## src/rtl/smm_route_ctrl.sv

```systemverilog
module smm_route_ctrl #(
  parameter int unsigned ADDR_W  = 32,
  parameter logic [31:0] LOW_TOP = 32'h8000_0000,
  parameter int unsigned EXT_MB  = 16
) (
  input  logic              clk,
  input  logic              rst_n,
  input  logic              cfg_wr_en,
  input  logic [1:0]        cfg_sel,
  input  logic [15:0]       cfg_wdata,
  input  logic [1:0]        cfg_rd_sel,
  output logic [15:0]       cfg_rdata,
  input  logic              acc_valid,
  input  logic [ADDR_W-1:0] acc_addr,
  input  logic              acc_write,
  input  logic              acc_smm,
  output logic              rsp_valid,
  output logic [1:0]        rsp_route,
  output logic              rsp_write
);
  localparam int unsigned AW1 = ADDR_W + 1;
  localparam logic [1:0] RT_DRAM = 2'd0;
  localparam logic [1:0] RT_PCI  = 2'd1;
  localparam logic [1:0] RT_BH   = 2'd2;
  localparam logic [15:0] QUERY  = 16'hFFFF;
  localparam logic [15:0] EXT_W  = 16'(EXT_MB);
  localparam logic [AW1-1:0] TOP = AW1'(LOW_TOP);
  localparam logic [AW1-1:0] LOW_LO  = AW1'(32'h000A_0000);
  localparam logic [AW1-1:0] LOW_HI  = AW1'(32'h000C_0000);
  localparam logic [AW1-1:0] HIGH_LO = AW1'(32'hFEDA_0000);
  localparam logic [AW1-1:0] HIGH_HI = AW1'(32'hFEDC_0000);

  logic       g_en, lock, open_b;
  logic       tseg_en, high_en;
  logic [1:0] sz_code;
  logic [15:0] ext_word;

  always_ff @(posedge clk) begin
    if (!rst_n) begin
      g_en <= 1'b0; lock <= 1'b0; open_b <= 1'b0;
      tseg_en <= 1'b0; high_en <= 1'b0; sz_code <= 2'd0;
      ext_word <= (EXT_MB != 0) ? QUERY : 16'h0;
    end else if (cfg_wr_en) begin
      case (cfg_sel)
        2'd0: if (!lock) begin
          g_en   <= cfg_wdata[0];
          lock   <= cfg_wdata[1];
          open_b <= cfg_wdata[2] & ~cfg_wdata[1];
        end
        2'd1: if (!lock) begin
          tseg_en <= cfg_wdata[0];
          sz_code <= cfg_wdata[2:1];
          high_en <= cfg_wdata[3];
        end
        2'd2: ext_word <= (EXT_MB != 0 && cfg_wdata == QUERY) ? EXT_W : cfg_wdata;
        default: ;
      endcase
    end
  end

  always_comb begin
    case (cfg_rd_sel)
      2'd0:    cfg_rdata = {13'd0, open_b, lock, g_en};
      2'd1:    cfg_rdata = {12'd0, high_en, sz_code, tseg_en};
      2'd2:    cfg_rdata = ext_word;
      default: cfg_rdata = 16'd0;
    endcase
  end

  logic [AW1-1:0] tseg_sz, tseg_base, addr_x;
  always_comb begin
    case (sz_code)
      2'd0:    tseg_sz = AW1'(1) << 20;
      2'd1:    tseg_sz = AW1'(2) << 20;
      2'd2:    tseg_sz = AW1'(8) << 20;
      default: tseg_sz = AW1'(EXT_MB) << 20;
    endcase
  end
  assign tseg_base = (tseg_sz > TOP) ? '0 : TOP - tseg_sz;
  assign addr_x    = {1'b0, acc_addr};

  wire in_low  = addr_x >= LOW_LO  && addr_x < LOW_HI;
  wire in_high = addr_x >= HIGH_LO && addr_x < HIGH_HI;
  wire in_tseg = tseg_en && tseg_sz != '0 && addr_x >= tseg_base && addr_x < TOP;

  logic [1:0] rt_plain, rt_final;
  always_comb begin
    if (in_tseg)      rt_plain = RT_BH;
    else if (in_low)  rt_plain = (open_b && !high_en) ? RT_DRAM : RT_PCI;
    else if (in_high) rt_plain = (open_b &&  high_en) ? RT_DRAM : RT_PCI;
    else              rt_plain = (addr_x < TOP) ? RT_DRAM : RT_PCI;
  end

  always_comb begin
    rt_final = rt_plain;
    if (acc_smm) begin
      if (in_tseg)                            rt_final = RT_DRAM;
      else if (in_low  && g_en && !high_en)   rt_final = RT_DRAM;
      else if (in_high && g_en &&  high_en)   rt_final = RT_DRAM;
    end
  end

  always_ff @(posedge clk) begin
    if (!rst_n) begin
      rsp_valid <= 1'b0; rsp_route <= RT_DRAM; rsp_write <= 1'b0;
    end else begin
      rsp_valid <= acc_valid;
      if (acc_valid) begin
        rsp_route <= rt_final;
        rsp_write <= acc_write;
      end
    end
  end

  AST_ROUTE_CODE: assert property (@(posedge clk) disable iff (!rst_n)
    rsp_valid |-> rsp_route != 2'd3);
  AST_RSP_NEXT: assert property (@(posedge clk) disable iff (!rst_n)
    acc_valid |=> rsp_valid);
  AST_LOCK_STICKY: assert property (@(posedge clk) disable iff (!rst_n)
    lock |=> lock);
  AST_LOCK_CLOSED: assert property (@(posedge clk) disable iff (!rst_n)
    lock |-> !open_b);
  AST_LOCK_FREEZE: assert property (@(posedge clk) disable iff (!rst_n)
    lock |=> $stable({g_en, tseg_en, sz_code, high_en}));
  AST_QUERY_LOAD: assert property (@(posedge clk) disable iff (!rst_n)
    (cfg_wr_en && cfg_sel == 2'd2 && cfg_wdata == QUERY && EXT_MB != 0)
      |=> ext_word == EXT_W);
endmodule

```

## config.mk

```make
export PLATFORM = sky130hd
export DESIGN_NAME = smm_route_ctrl
export DESIGN_NICKNAME = d
export VERILOG_FILES = /design/src/rtl/smm_route_ctrl.sv
export SDC_FILE = /design/constraint.sdc
export NUM_CORES = 1
export LEC_CHECK = 0
export BUFFER_PORTS_ARGS = -buffer_cell sky130_fd_sc_hd__clkbuf_2
export CORE_UTILIZATION = 49
export DETAILED_ROUTE_END_ITERATION = 16
export PLACE_DENSITY = 0.88
export SETUP_SLACK_MARGIN = 0.4
export SLEW_MARGIN = 25
export SYNTH_ARGS = -nofsm -noshare
export SYNTH_HDL_FRONTEND = slang
export SYNTH_SLANG_ARGS = --single-unit
```

## constraint.sdc

```tcl
create_clock -name clk -period 5.3 [get_ports clk]
set_input_delay 0.53 -clock clk [delete_from_list [all_inputs] [get_ports clk]]
set_output_delay 0.53 -clock clk [all_outputs]
set_load 0.1 [all_outputs]
```

### Yosys cells after proc, flatten, opt, wreduce, memory -nomap -nowiden

Index checks and enable logic that the tools add are counted.

* $add $sub $neg: 1
* order comparisons: 7
* equal/unequal tests: 7
* multiplexer cells: 15
* bitwise operators: 3
* reductions and logical operators: 20

Operators with widths (number)
* 25-bit one-hot mux with 3 select lines: 1
* 32-bit less-than comparator, second input constant: 2
* 16-bit one-hot mux with 3 select lines: 1
* 32-bit by 33-bit greater-or-equal comparator with 1-bit output: 1
* 33-bit by 32-bit > comparator with 1-bit output, second input constant: 1
* 33-bit two-way mux: 1
* 33-bit nonzero test: 1
* 32-bit by 33-bit subtractor with 33-bit output, first input constant: 1
* 32-bit by 20-bit greater-or-equal comparator with 1-bit output, second input constant: 1
* 32-bit greater-or-equal comparator, second input constant: 1
* 32-bit by 20-bit less-than comparator with 1-bit output, second input constant: 1
* 16-bit equality test, second input constant: 1
* 16-bit two-way mux: 1
* 1-bit logical AND: 11
* 2-bit two-way mux: 5
* 2-bit by 1-bit equality test with 1-bit output, second input constant: 3
* 2-bit equality test, second input constant: 3
* 2-bit logical NOT: 3
* 1-bit two-way mux: 6
* 3-bit AND reduction: 2
* 2-bit AND reduction: 2
* 1-bit NOT: 2
* 1-bit bitwise AND: 1
* 1-bit logical NOT: 1

* register bits: 27
* input port bits: 58
* output and inout bits: 20
* word-level logic and storage cells: 63

### Longest topological paths before layout

* depth in word-level cells: 12
* mapped depth: 11
* depth with buffers taken out: 11

### Worst setup path before layout

Ideal clock, no wire load.

* path type: input to output
* from: input cfg_rd_sel[1]
* to: output cfg_rdata[2]
* arrival: 2.737 ns
* data required time: 4.770 ns
* slack: 2.033 ns
* stages on the path: 2
* path buffers: 0
* path through: mux2i_1 o21ai_0

* cells in the longest elaborated chain, start to end: 2
* elaborated cells on any way between the ends: 4
* classes of those cells: eq/ne (2); mux (1); reduce/logical (1)

Ends and longest elaborated chain
* from (decl): line 11 `input logic [1:0] cfg_rd_sel,`
* 2-bit equality test (tied with other cells): line 62 `case (cfg_rd_sel)`
* 16-bit one-hot mux with 3 select lines *: line 62
* to (decl): line 12 `output logic [15:0] cfg_rdata,`

Every way passes the cells marked *; elsewhere a longest branch is shown, timed or not.

### Worst setup path in the final report

* from: input cfg_rd_sel[1]
* to: output cfg_rdata[6]

Same word-level chain as after synthesis.

==> impl_metrics.env <==
export IMPL_outcome="finished clean"
export IMPL_synthAdderAreaFrac_pct=9.266
export IMPL_rrSetupSlack_ns=2.89
export IMPL_crit_fanout=13
export IMPL_antenna_found_initial=0
export IMPL_slew_headroom_pct=38.15
export IMPL_syn_area_per_cell_sq_um=8.142
export IMPL_drv_cap=0
export IMPL_synth_compound_area_share_pct=8.571
export IMPL_die_area_sq_um=3541
export IMPL_fin_nets=344
export IMPL_tightest_slew_ns=0.9244
export IMPL_cts_resized=0
export IMPL_grt_ovfl_total=0
export IMPL_synth_mux_area_fraction_pct=5.560
export IMPL_grt_pass1_vias=1600
export IMPL_fin_setup_tns_ns=0
export IMPL_post_cts_buffers=0
export IMPL_final_max_slew_viol_count=0
export IMPL_crit_end="cfg_rdata[6]"
export IMPL_hp_class="in2reg"
export IMPL_fillCellCount=296
export IMPL_routedWlPerCell_um=12.60
export IMPL_via_per_inst=5.338
export IMPL_root_buffer="clkbuf_4"
export IMPL_dp_hpwl_um=3188
export IMPL_synth_top_family_by_area="simple AND/OR/NAND/NOR gates"
export IMPL_required_ns=4.77
export IMPL_vias=1692
export IMPL_cts_tree="yes"
export IMPL_crit_type="in2out"
export IMPL_use_met2_pct=41.89
export IMPL_yosys_area_share_simple_pct=39.69
export IMPL_post_route_min_period_ns=2.547
export IMPL_htree_num_levels=1
export IMPL_met3_usage_pct=3.712
export IMPL_setup_viol=0
export IMPL_gp_congestion=0.8365
export IMPL_num_io_pins=78
export IMPL_cp_arrival_ns=2.02
export IMPL_reg_top3="ext_word x16, rsp_route x2, sz_code x2"
export IMPL_leakagePower_nw=1.033
export IMPL_syn_area_sq_um=1620
export IMPL_numCtsBuffers=3
export IMPL_port_buffers=77
export IMPL_cts_hold_buf=0
export IMPL_grt_pass1_wl_um=6630
export IMPL_chipWidth_um=59.51
export IMPL_start_util_pct=52.22
export IMPL_r2r_end="rsp_route[0]"
export IMPL_grt_setup_unrepaired="no"
export IMPL_finalClockSkew_ns=0.01328
export IMPL_cts_buffer_depth=2
export IMPL_synth_xor_area_share_pct=0
export IMPL_dr_pass1_iters=4
export IMPL_ir_drop_mv=0.2164
export IMPL_busiest_layer="met2"
export IMPL_timing_final_crit_share_pct=48.06
export IMPL_synth_nets=269
export IMPL_ys_warnings_count=0
export IMPL_start_kind="input port"
export IMPL_rr_worst_depth=9
export IMPL_syn_inst=199
export IMPL_hold_violations=0
export IMPL_use_met1_pct=30.57
export IMPL_drive_gt1_share_pct=30.77
export IMPL_grt_max_degree=29
export IMPL_power_per_cell_area_nw_per_um2=225.0
export IMPL_p_total_mw=0.4657
export IMPL_grt_total_usage_pct=24.21
export IMPL_synth_seq_area_share_pct=33.36
export IMPL_core_sq_um=3103
export IMPL_synth_distinct_cells=35
export IMPL_n_antenna_cell=0
export IMPL_ant_nets=0
export IMPL_reg2reg_from="sz_code[1]"
export IMPL_ys_seq_elements=27
export IMPL_cts_reportedPaths_clkPinSlew_ns=0.16
export IMPL_placementRows=20
export IMPL_area_delta_synth_final_pct=27.72
export IMPL_synth_area_leader_cell="dfxtp_1"
export IMPL_ys_top_cells_by_area="dfxtp_1 (33%), ha_1 (9.3%), nand2_1 (7.9%)"
export IMPL_cp_end_kind="primary output"
export IMPL_drt_total_wl_um=3995
export IMPL_synth_top_area_share_pct=33.36
export IMPL_clock_latency_ns=0.33
export IMPL_initialDrtViolationCount=67
export IMPL_die_y_um=59.51
export IMPL_max_freq_ghz=0.3926
export IMPL_drc_errors=0
export IMPL_largest_reg_flops=16
export IMPL_critPathLaunch="cfg_rd_sel[1]"
export IMPL_cts_sinks=27
export IMPL_regMostFlops="ext_word"
==> cells by family after synthesis <==
group,count (synthesis)
DFF,27
adders and majority gates,12
AOI/OAI and AO/OA,21
muxes,9
other,1
buffers and inverters,14
and+or+nand+nor,115
==> worst max-delay path, cell delays in order <==
cell      delay, ns
clkbuf_2       0.15
nor2b_1        0.63
and2_1         0.23
clkbuf_2       0.46
==> Yosys cell counts (all sizes together) <==
cell type  instances
inv                7
ha                12
o21ai              7
a211oi             1
nor2b              9
nand3             17
or3                1
clkbuf             6
conb               1
or2                1
nand3b             5
a22oi              1
nor4bb             2
and2              13
nor3               3
a22o               1
a41o               1
and3b              1
or4b               2
mux2i              9
a311oi             1
a21oi              3
a211o              1
a21boi             1
nor4b              3
nand4              9
nor2               5
buf                1
dfxtp             27
nor4               6
nand2b             4
nand2             34
o21bai             3
o21a               1
==> through the flow <==
step	instance area (sq um)	setup WS (ns)	hold WS, ns	instances	utilization, %
2_1_floorplan	1620	2.033	0.4323	199	-
3_3_place_gp	2033	2.840	0.4462	313	65.52
3_5_place_dp	2033	2.728	0.4502	313	65.52
4_1_cts	2063	2.724	0.4097	317	66.49
5_1_grt	2069	2.617	0.3919	317	66.69
6_report	2069	2.753	0.4113	317	66.69
==> cells in the final DEF (no fill, tap or decap), types with 4 or more instances in the layout <==
cell type	synthesis	layout
clkbuf_2	0	77
nand2_1	34	34
dfxtp_1	27	27
nand3_1	17	17
and2_1	13	13
ha_1	12	12
mux2i_1	9	9
nor2b_1	9	9
nand4_1	9	9
inv_1	7	7
o21ai_0	7	7
nor4_1	6	6
nor2_1	5	5
nand3b_1	5	5
nand2b_1	4	4
==> power by group <==
group          internal (mW)  switching, mW  total, mW
clock                 0.0289         0.0628     0.0917
combinational         0.0453          0.111      0.156
sequential             0.212        0.00546      0.218
==> metal layers <==
layer	vias up	wire length [um]	part of all wire [%]
met5	-	0	0
met4	0	38	0.95
met3	5	233	5.8
met2	64	1890	47
met1	769	1833	46
li1	854	-	-
==> worst min path at each step <==
stage	slack [ns]	start	to	cells after the start
after floorplan	0.43	ext_word[10]	ext_word[10]	2
after global routing	0.39	cfg_wdata[11]	ext_word[11]	3
after CTS	0.41	cfg_wdata[9]	ext_word[9]	3
after global placement	0.45	ext_word[11]	ext_word[11]	2
final	0.41	cfg_wdata[9]	ext_word[9]	3
after detailed placement	0.45	ext_word[6]	ext_word[6]	2
==> cell type report <==
class	instances	area (sq um)	area share, %
inverter	7	26.28	1.270
tap	44	55.05	2.660
clock inverter	1	7.507	0.3628
sequential	27	540.5	26.12
multi-input combinational	158	1032	49.88
timing repair buffer	77	385.4	18.62
clock buffer	3	22.52	1.088
Note: power is estimated with default switching activity, not from simulation.
